## src/rtl/mains_cal.sv

```systemverilog
module mains_cal #(
  parameter int HALF_CYCLES = 16,
  parameter int SLOW_DIV    = 16,
  parameter int CAL_DIV     = 100,
  parameter int CNT_W       = 16,
  parameter int DIV_W       = 16,
  parameter int TIMEOUT     = 5_000_000
) (
  input  logic             clk,
  input  logic             rst_n,
  input  logic             zc_in,
  output logic             zc_fwd,
  output logic [DIV_W-1:0] div_val,
  output logic             cal_done,
  output logic             cal_err
);
  localparam int TICK   = CAL_DIV * SLOW_DIV;
  localparam int PS_W   = (TICK > 1) ? $clog2(TICK) : 1;
  localparam int HC_W   = $clog2(HALF_CYCLES + 1);
  localparam int TO_W   = $clog2(TIMEOUT + 1);
  localparam int CAL_W  = $clog2(CAL_DIV + 1);
  localparam int PROD_W = CNT_W + CAL_W + DIV_W;
  localparam logic [CNT_W-1:0]  CNT_MAX = {CNT_W{1'b1}};
  localparam logic [PROD_W-1:0] DIV_CAP = {{(PROD_W-DIV_W){1'b0}}, {DIV_W{1'b1}}};

  typedef enum logic [1:0] {WAIT_FIRST, MEASURE, CALIBRATED, FAILED} phase_t;

  phase_t            phase;
  logic [PS_W-1:0]   pre;
  logic [CNT_W-1:0]  cnt;
  logic [HC_W-1:0]   halves;
  logic [TO_W-1:0]   idle;
  logic [DIV_W-1:0]  div_q;

  logic              tick, quiet_out, last_half;
  logic [CNT_W-1:0]  cnt_nxt;
  logic [PROD_W-1:0] scaled;
  logic [DIV_W-1:0]  div_calc;

  assign tick      = (pre == PS_W'(TICK - 1));
  assign quiet_out = (idle == TO_W'(TIMEOUT - 1));
  assign last_half = (halves == HC_W'(HALF_CYCLES - 1));
  assign cnt_nxt   = (tick && cnt != CNT_MAX) ? cnt + 1'b1 : cnt;
  assign scaled    = (PROD_W'(cnt_nxt) * PROD_W'(CAL_DIV)) >> 8;

  always_comb begin
    if (scaled > DIV_CAP)
      div_calc = {DIV_W{1'b1}};
    else if (scaled == '0)
      div_calc = DIV_W'(1);
    else
      div_calc = scaled[DIV_W-1:0];
  end

  always_ff @(posedge clk or negedge rst_n) begin
    if (!rst_n) begin
      phase  <= WAIT_FIRST;
      pre    <= '0;
      cnt    <= '0;
      halves <= '0;
      idle   <= '0;
      div_q  <= '0;
    end else begin
      unique case (phase)
        WAIT_FIRST: begin
          if (zc_in) begin
            phase  <= MEASURE;
            pre    <= '0;
            cnt    <= '0;
            halves <= '0;
            idle   <= '0;
          end else if (quiet_out) begin
            phase <= FAILED;
          end else begin
            idle <= idle + 1'b1;
          end
        end
        MEASURE: begin
          pre <= tick ? '0 : pre + 1'b1;
          cnt <= cnt_nxt;
          if (zc_in) begin
            idle <= '0;
            if (last_half) begin
              phase <= CALIBRATED;
              div_q <= div_calc;
            end else begin
              halves <= halves + 1'b1;
            end
          end else if (quiet_out) begin
            phase <= FAILED;
          end else begin
            idle <= idle + 1'b1;
          end
        end
        default: ;
      endcase
    end
  end

  assign cal_done = (phase == CALIBRATED);
  assign cal_err  = (phase == FAILED);
  assign div_val  = div_q;
  assign zc_fwd   = zc_in & cal_done;
endmodule

```

## config.mk

```make
export PLATFORM = sky130hd
export DESIGN_NAME = mains_cal
export DESIGN_NICKNAME = d
export VERILOG_FILES = /design/src/rtl/mains_cal.sv
export SDC_FILE = /design/constraint.sdc
export NUM_CORES = 1
export LEC_CHECK = 0
export BUFFER_PORTS_ARGS = -buffer_cell sky130_fd_sc_hd__buf_2
export CORE_MARGIN = 2
export CORE_UTILIZATION = 55
export CTS_CLUSTER_DIAMETER = 40
export CTS_CLUSTER_SIZE = 16
export DETAILED_ROUTE_END_ITERATION = 6
export PLACE_DENSITY = 0.79
export SETUP_SLACK_MARGIN = 0.1
export SLEW_MARGIN = 40
export SYNTH_ARGS = -nofsm -noshare
export SYNTH_HDL_FRONTEND = slang
export SYNTH_SLANG_ARGS = --single-unit
```

## constraint.sdc

```tcl
create_clock -name clk -period 11.8 [get_ports clk]
set_input_delay 1.18 -clock clk [delete_from_list [all_inputs] [get_ports clk]]
set_output_delay 1.18 -clock clk [all_outputs]
set_load 0.03 [all_outputs]
```

Yosys cells after proc, flatten, opt, wreduce, memory -nomap -nowiden:

Cells that the tools add are included.

* register bits: 73
* RAM bits: 0
* bits of input ports: 3
* bits in read-only memories: 0
* latch bits: 0
* memories: 0
* output and inout bits: 19

* magnitude comparators: 1
* divide/modulo/power cells: 0
* equality and inequality tests: 12
* shift-type cells: 0
* $mul: 1
* reductions and logical operators: 10
* multiplexer cells: 19
* $add $sub $neg: 4
* bitwise logic cells: 1

Operators by type and width (count)
* 16-bit two-way mux: 3
* 23-bit two-way mux: 2
* 39-bit logical NOT: 1
* 16-bit one-hot mux with 2 select lines: 1
* 23-bit by 1-bit adder with 23-bit output, second input constant: 1
* 23-bit == test, second input constant: 1
* 11-bit two-way mux: 2
* 11-bit one-hot mux with 2 select lines: 1
* 16-bit by 5-bit multiplier with 21-bit output, second input constant: 1
* 16-bit by 1-bit adder with 16-bit output, second input constant: 1
* 15-bit by 16-bit > comparator with 1-bit output, second input constant: 1
* 16-bit != test, second input constant: 1
* 15-bit two-way mux: 1
* 5-bit two-way mux: 3
* 11-bit by 1-bit adder with 11-bit output, second input constant: 1
* 11-bit == test, second input constant: 1
* 5-bit one-hot mux with 2 select lines: 1
* 2-bit two-way mux: 4
* 2-bit != test, second input constant: 4
* 2-bit AND reduction: 3
* 5-bit by 1-bit adder with 5-bit output, second input constant: 1
* 5-bit by 4-bit == test with 1-bit output, second input constant: 1
* 2-bit == test, second input constant: 2
* 2-bit one-hot mux with 2 select lines: 1
* 9 further kinds: 9

Logic depth before layout (Yosys ltp):

Gate-level depths: netlist (run 1).

* word-level depth: 7
* gate-level depth with buffers: 25

Worst setup path after synthesis (run 1):

Ideal clock, no wire load.

* kind: register -> register
* start point: reg pre[0]
* end point: reg div_q[0] (netlist: div_val[0])
* setup slack: 6.589 ns
* setup time: 0.076 ns
* cell stages (with the launch flop): 25
* buffers on the path: 1
* arrival: 5.135 ns
* period minus slack after synthesis: 5.211 ns
* data required time: 11.724 ns
* cells stage by stage: dfrtp_1 ha_1 and3_1 and3_1 nand2b_1 nor2_1 and3_1 clkbuf_1 nand3_1 xnor2_1 ha_1 ha_1 inv_1 fa_1 inv_1 ha_1 a21oi_1 o21ai_0 a21oi_1 o21ai_0 or3_1 a221oi_2 nand4_1 nand4b_1 o21ai_1

* cells in the longest elaborated chain, start to end: 7
* elaborated cells between the ends (all ways): 8
* classes of those cells: 1 x mul; 1 x order compare; 1 x eq/ne; 3 x mux; 2 x reduce/logical

RTL lines
* from (decl): RTL line 29 `logic [PS_W-1:0] pre;`
* from (signal assigned): RTL line 79 `pre <= tick ? '0 : pre + 1'b1;`
* 11-bit == test *: RTL line 40 `assign tick = (pre == PS_W'(TICK - 1));`
* 1-bit logical AND *: RTL line 43 `assign cnt_nxt = (tick && cnt != CNT_MAX) ? cnt + 1'b1 : cnt;`
* 16-bit two-way mux *: RTL line 43
* 16-bit by 5-bit multiplier with 21-bit output *: RTL line 44 `assign scaled = (PROD_W'(cnt_nxt) * PROD_W'(CAL_DIV)) >> 8;`
* branches (longest 2 deep; another with 15-bit by 16-bit > comparator with 1-bit output)
* 16-bit two-way mux *: RTL line 47 `if (scaled > DIV_CAP)`
* to (signal assigned): RTL line 85 `div_q <= div_calc;`
* to (decl): RTL line 33 `logic [DIV_W-1:0] div_q;`

Mark *: on every way between the ends.
A chain may end at the register's enable or synchronous reset.

Worst setup path in the final report (run 1):

Same ends and word-level chain as after synthesis.

==> results of run 1 <==
[critical path: stages, from the launching register on]
cell	delay, ns
dfrtp_1	0.39
ha_1	0.20
and3_1	0.28
nand3_2	0.21
nor2_1	0.23
nand2_1	0.15
nor2_1	0.39
nand3_1	0.25
nor2_1	0.17
xnor2_1	0.30
inv_1	0.11
ha_1	0.32
ha_1	0.28
inv_1	0.06
fa_1	0.50
inv_1	0.04
ha_1	0.32
nand2_1	0.15
nor3_1	0.43
nand4_1	0.15
o211ai_1	0.38
o21a_1	0.24
o22a_1	0.17
nand4_1	0.09
nand4b_1	0.19
o21ai_1	0.13
[worst paths after layout]
check	start	end	cells after the start
min in group asynchronous	rst_n	idle[2]$_DFFE_PN0P_	2
max in group asynchronous	rst_n	cnt[15]$_DFFE_PN0P_	2
worst min register to register	div_val[8]$_DFFE_PN0P_	div_val[8]$_DFFE_PN0P_	2
worst min-delay path	div_val[8]$_DFFE_PN0P_	div_val[8]$_DFFE_PN0P_	2
worst max-delay path	pre[0]$_DFFE_PN0P_	div_val[0]$_DFFE_PN0P_	25
worst max register to register	pre[0]$_DFFE_PN0P_	div_val[0]$_DFFE_PN0P_	25
[power by group through the flow]
| stage | sequential [mW] | clock [mW] | combinational [mW] |
|---|---|---|---|
| 2_1_floorplan | 0.336 | 0 | 0.172 |
| 3_3_place_gp | 0.317 | 0 | 0.255 |
| 3_5_place_dp | 0.319 | 0 | 0.264 |
| 4_1_cts | 0.314 | 0.192 | 0.267 |
| 5_1_grt | 0.319 | 0.202 | 0.298 |
| 6_report | 0.314 | 0.189 | 0.265 |
[layer usage]
| metal | global-route usage | part of all wire | wire [µm] | up-vias |
|---|---|---|---|---|
| li1 | - | - | - | 2126 |
| met1 | 0.284 | 0.45 | 5060 | 2098 |
| met2 | 0.399 | 0.49 | 5480 | 107 |
| met3 | 0.0363 | 0.047 | 524 | 20 |
| met4 | 0.0964 | 0.018 | 201 | 0 |
| met5 | 0 | 0 | 0 | - |
[per-stage QoR]
| stage | hold WS, ns | total power [mW] | std cells |
|---|---|---|---|
| 3_3_place_gp | 0.455 | 0.573 | 736 |
| 6_report | 0.473 | 0.768 | 752 |
| 4_1_cts | 0.480 | 0.773 | 752 |
| 5_1_grt | 0.499 | 0.820 | 752 |
| 3_5_place_dp | 0.460 | 0.583 | 736 |
| 2_1_floorplan | 0.443 | 0.507 | 604 |
[registers in the layout (all words and copies together) (netlist names)]
name / count
cnt: 16
phase: 2
div_val: 15
halves: 5
idle: 23
pre: 11
[cell families after synthesis]
group                    share of synthesized area
AO/OA/AOI/OAI                                0.150
XOR/XNOR                                    0.0855
adder cells (fa/ha/maj)                      0.166
buffers and inverters                       0.0521
flip-flops                                   0.338
multiplexers                               0.00845
other                                     0.000704
AND/OR/NAND/NOR                              0.199
[layout make-up]
type | count | area [µm²] | area share
Clock buffer | 9 | 124 | 0.0216
Timing Repair Buffer | 24 | 134 | 0.0234
Sequential cell | 72 | 1800 | 0.315
Multi-Input combinational cell | 461 | 3260 | 0.569
Clock inverter | 7 | 61.3 | 0.0107
Tap cell | 129 | 161 | 0.0282
Inverter | 50 | 188 | 0.0328
[placed cells by master (no fill, tap or decap), types with 5 or more instances in the layout]
master     n
dfrtp_1   72
or3_1      5
fa_1       8
xnor2_1   18
nor2_1    53
nand2_1   65
xor2_1    34
nand4_1   11
a22o_1     9
nand3_1   21
a21o_1     8
o21ai_0   57
inv_1     50
buf_2     20
a21oi_1   19
clkbuf_8   9
o31ai_1    8
nor3_1    10
ha_1      58
and3_1    15
==> metrics.txt, run 1 <==
Post-DRT Antenna Nets 0; worst vdd ir 0.0696 mV; period utilisation layout 0.524; GR Overflow Total 0; most frequent cell after synthesis dfrtp_1; worst path arrival time 6.46 ns; Max-cap violations 0; P_leak roughly 3.0 nW; design area 0.00573 mm²; Final Setup Violations 0; final setup TNS 0 ns; first drt pass iteration count 4; via count 4351; Critical Path RT 12.08 ns; Worst Setup Start Kind flip-flop; switch share 0.409; Post-Place Setup Slack 5.76 ns; status complete, no violations; share of cells above drive strength 1 0.0947; number of synthesized flops with an enable pin 0; placed wire-length estimate 8490 µm; core box area 0.00933 mm²; DR DRC count 0; Synth top cells by count dfrtp_1 (72), nand2_1 (65), ha_1 (58); Clock Latency Late Sink between 0.3 and 0.4 ns; WL/cell 15.0 µm; Synth cell types between 50 and 60; die footprint 0.0105 mm²; crit path kind reg2reg; Vias/cell 5.79; Iter 0 DRT Violations 189; ys flop type dfrtp_1; clock sink count 72; DP Area 0.00554 mm²; pin count of the biggest net entering global routing 73; vias in the first global route 4326; # Post-CTS Setup Buffers 0; Die Wd 102 µm; area leader, netlist dfrtp_1; Power Internal 454 µW; cells after synthesis 604; RSZ-0062 raised after global routing false; H-tree depth 3; Final Worst Setup Slack 5.62 ns; Power Density about 130 mW/mm²; part of the Yosys area used for sequential elements 0.338; initial antenna violation count 0; Die Ht 102 µm; Root Driver clkbuf_8; Async SR Flop Fraction 1.00; GRT Total Usage 0.230; Syn Area/Cell 8.82 µm²; Synth Net Count 673; register bit total from synthesis 72; final core utilization 0.614; Comb power frac 0.345; Pins Over Slew Limit 0; clock network power share 0.246; Hold Path Class reg2reg; antenna cells 0; Synth Warn # 0; I/O Pins 22; cts repair resizes 0; row cnt 35; Post-Route WL 11300 µm; sequential cell fraction of total power 0.409; hold_buf cts 0; first-pass GRT wire length around 19000 µm; Area Growth Syn to Fin 7.47%; Final Hold Viols 0; CTS tree built; top-area cell type share of the netlist area 0.338; crit path max fanout 7; clock buffer depth 2; clk slew on worst S/H paths 0.09 ns; Worst-Margin Slew 0.627 ns; Starting Density 0.571; max frequency 162 MHz; Tmin final 6.18 ns; fillers 784; Post-Syn Area around 0.0053 mm²; Crit. End Element flip-flop; Worst Skew 0.0143 ns; Area contributors post-synth dfrtp_1 (34%), ha_1 (14%), xor2_1 (5.6%), o21ai_0 (5.4%), nand2_1 (4.6%); reg2reg setup slack 5.62 ns; Layout Nets 687; Max-slew headroom 0.579; Placer Congestion 0.954; number of port buffers 20; NetSw 314 µW; cts bufs inserted 9
(Power assumes the default switching activity.)
==> inputs of run 2 (changes only) <==
--- a/config.mk
+++ b/config.mk
@@ -11,7 +11,7 @@
 export CTS_CLUSTER_DIAMETER = 40
 export CTS_CLUSTER_SIZE = 16
 export DETAILED_ROUTE_END_ITERATION = 6
-export PLACE_DENSITY = 0.79
+export PLACE_DENSITY = 0.82
 export SETUP_SLACK_MARGIN = 0.1
 export SLEW_MARGIN = 40
 export SYNTH_ARGS = -nofsm -noshare
==> constraint.sdc (replaced) <==
create_clock -name clk -period 5.5 [get_ports clk]
set_input_delay 0.55 -clock clk [delete_from_list [all_inputs] [get_ports clk]]
set_output_delay 0.55 -clock clk [all_outputs]
set_load 0.03 [all_outputs]
==> run 2 against run 1 <==
  * Worst setup slack worse by 5.3 ns
  * Register-to-register slack worse by 5.3 ns
  * Fmax rose by 19%
  * Via count rose by 1.8%
  * Cell count is 2.5% higher
  * Sequential cell count stayed put
  * Routed wire length grew 4.5%
  * Clock power is 140% higher
==> metrics.txt, run 2 (same netlist as run 1, synthesis figures left out) <==
status complete, no violations (unchanged); Most common cell on crit path ha_1 (unchanged); routing usage on met1 0.301 (was 0.284); period utilisation layout 0.947 (was 0.524); Buf/Inv on CP 1 (was 3); Worst-Margin Slew 0.697 ns (was 0.627 ns); worst path arrival time 5.50 ns (was 6.46 ns); Critical Path RT 5.79 ns (was 12.08 ns); DR DRC count 0 (unchanged); reg2reg setup slack 0.29 ns (was 5.62 ns); Post-Route WL 11800 µm (was 11300 µm); Max-slew headroom 0.534 (was 0.579); WL/cell 15.3 µm (was 15.0 µm); die footprint 0.0105 mm² (unchanged); met2 usage 0.391 (was 0.399); clock buffer depth 2 (unchanged); Starting Density 0.571 (unchanged); fillers 725 (was 784); Post-DRT Antenna Nets 0 (unchanged); Power Density 285 mW/mm² (was 134 mW/mm²); GRT Total Usage 0.231 (was 0.230); NetSw 667 µW (was 314 µW); switch share 0.391 (was 0.409); met3 Use GR 0.0465 (was 0.0363); pin count of the biggest net entering global routing 73 (unchanged); Vias/cell 5.74 (was 5.79); number of flip-flops in the largest register 23 (unchanged); final setup TNS 0 ns (unchanged); worst vdd ir 0.211 mV (was 0.0696 mV); Final Worst Setup Slack 0.290 ns (was 5.62 ns); clock sink count 72 (unchanged); I/O Pins 22 (unchanged); row cnt 35 (unchanged); Placer Congestion 0.978 (was 0.954); Area Growth Syn to Fin 12.4% (was 7.47%); core box area 0.00933 mm² (unchanged); Worst Setup Start Kind flip-flop (unchanged); Crit-path slowest cell dfrtp_1 (was fa_1); Top delay family on crit path simple AND/OR/NAND/NOR gates (unchanged); clock network power share 0.263 (was 0.246); Comb power frac 0.340 (was 0.345); CTS tree built (unchanged); worst reg-to-reg path cell count 21 (was 25); Die Wd 102 µm (unchanged); share of cells above drive strength 1 0.150 (was 0.0947); first drt pass iteration count 5 (was 4); reg2reg start cnt[4]$_DFFE_PN0P_ (was pre[0]$_DFFE_PN0P_); Crit. End Element flip-flop (unchanged); first-pass GRT wire length 19200 µm (about the same); placed wire-length estimate 8530 µm (was 8490 µm); Die Ht 102 µm (unchanged); RSZ-0062 raised after global routing false (unchanged); vias in the first global route 4232 (was 4326); most frequent cells in the layout dfrtp_1 (72), nand2_1 (62), ha_1 (58) (was dfrtp_1 (72), nand2_1 (65), ha_1 (58)); antenna cells 0 (unchanged); reg2reg end div_val[0]$_DFFE_PN0P_ (unchanged); Post-Place Setup Slack -0.0729 ns (was 5.76 ns); cts bufs inserted 9 (unchanged); Tmin final 5.21 ns (was 6.18 ns); Root Driver clkbuf_8 (unchanged); Multi-input gate area 0.00335 mm² (was 0.00326 mm²); Final Setup Violations 0 (unchanged); Power Internal 1.04 mW (was 454 µW); Iter 0 DRT Violations 286 (was 189); GR Overflow Total 0 (unchanged); clk slew on worst S/H paths 0.09 ns (about the same); most common cell after layout, fill and taps aside dfrtp_1 (unchanged); busiest layer in global routing met2 (unchanged); Hold Path Class in2async (was reg2reg); Worst Skew 0.0116 ns (was 0.0143 ns); Layout Nets 706 (was 687); max frequency 192 MHz (was 162 MHz); Clock Latency Late Sink 0.36 ns (about the same); number of port buffers 20 (unchanged); initial antenna violation count 0 (unchanged); critical-path cell list nand4_2, nor4_4, nand2b_1, nor2_1, and3_1, buf_4, xor2_2, ha_1, ha_1, ha_1, xor2_1, ha_1, a21oi_1, o21ai_1, a21oi_1, o21ai_2, or3_1, a221oi_2, nand4_1, nand4b_1, o21ai_1; crit path max fanout 7 (unchanged); Hold WS 0.274 ns (was 0.473 ns); Max-cap violations 0 (unchanged); Final Hold Viols 0 (unchanged); sequential cell fraction of total power 0.397 (was 0.409); crit path kind reg2reg (unchanged); CP peak stage delay 0.51 ns (was 0.50 ns); H-tree depth 3 (unchanged); FF+latch area 0.00180 mm² (unchanged); P_leak 3.16 nW (was 3.00 nW); via count 4429 (was 4351); Pins Over Slew Limit 0 (unchanged); Top reg by flops idle (unchanged)
==> run 2: cell types whose count changed in the layout (fill, tap and decap cells not counted), sizes merged <==
cell	before	now
buf	24	43
bufinv	0	1
clkbuf	9	10
clkinvlp	2	0
==> run 2: cell type report <==
class | count | area share
inverters | 50 | 0.0313
flip-flops and latches | 72 | 0.301
well taps | 129 | 0.0270
multi-input cells | 461 | 0.559
clock inverters | 6 | 0.0123
clock buffers | 10 | 0.0230
repair buffers | 43 | 0.0462
==> run 2: what timing repair did <==
action	in CTS	in global routing
gates resized for setup	3	20
hold buffers	0	0
endpoints found under the setup margin	3	8
pin swaps	1	3
hold endpoints to repair	0	0
setup buffers	1	1
==> run 2: routing by layer <==
layer	vias up	share of wire	wire length, µm
li1	2161	-	-
met1	2126	0.45	5250
met2	120	0.49	5770
met3	22	0.046	543
met4	0	0.017	196
met5	-	0	0
==> run 2: worst max path at each step <==
stage                        from                endpoint  cells after the start
2_1_floorplan  pre[0]$_DFFE_PN0P_  div_val[0]$_DFFE_PN0P_                     24
3_3_place_gp   pre[0]$_DFFE_PN0P_  div_val[0]$_DFFE_PN0P_                     24
3_5_place_dp   pre[0]$_DFFE_PN0P_  div_val[0]$_DFFE_PN0P_                     24
4_1_cts        pre[0]$_DFFE_PN0P_  div_val[0]$_DFFE_PN0P_                     23
5_1_grt        pre[0]$_DFFE_PN0P_  div_val[0]$_DFFE_PN0P_                     26
6_report       cnt[4]$_DFFE_PN0P_  div_val[0]$_DFFE_PN0P_                     21
==> run 2: metrics by stage <==
stage               power (mW)  utilization  cells  instance area, µm²
floorplan                 1.09            -    604                5330
global placement          1.23        0.606    753                5660
detailed placement        1.25        0.607    753                5670
CTS                       1.71        0.632    770                5900
global route              1.82        0.642    771                5990
finish                    1.70        0.642    771                5990
==> run 2: power by group through the flow <==
stage                     Clock [mW]  Sequential [mW]  Combinational [mW]
after floorplan                    0            0.720               0.368
after global placement             0            0.680               0.549
after detailed placement           0            0.686               0.565
after CTS                      0.456            0.676               0.573
after global routing           0.485            0.690               0.647
final                          0.448            0.677               0.579
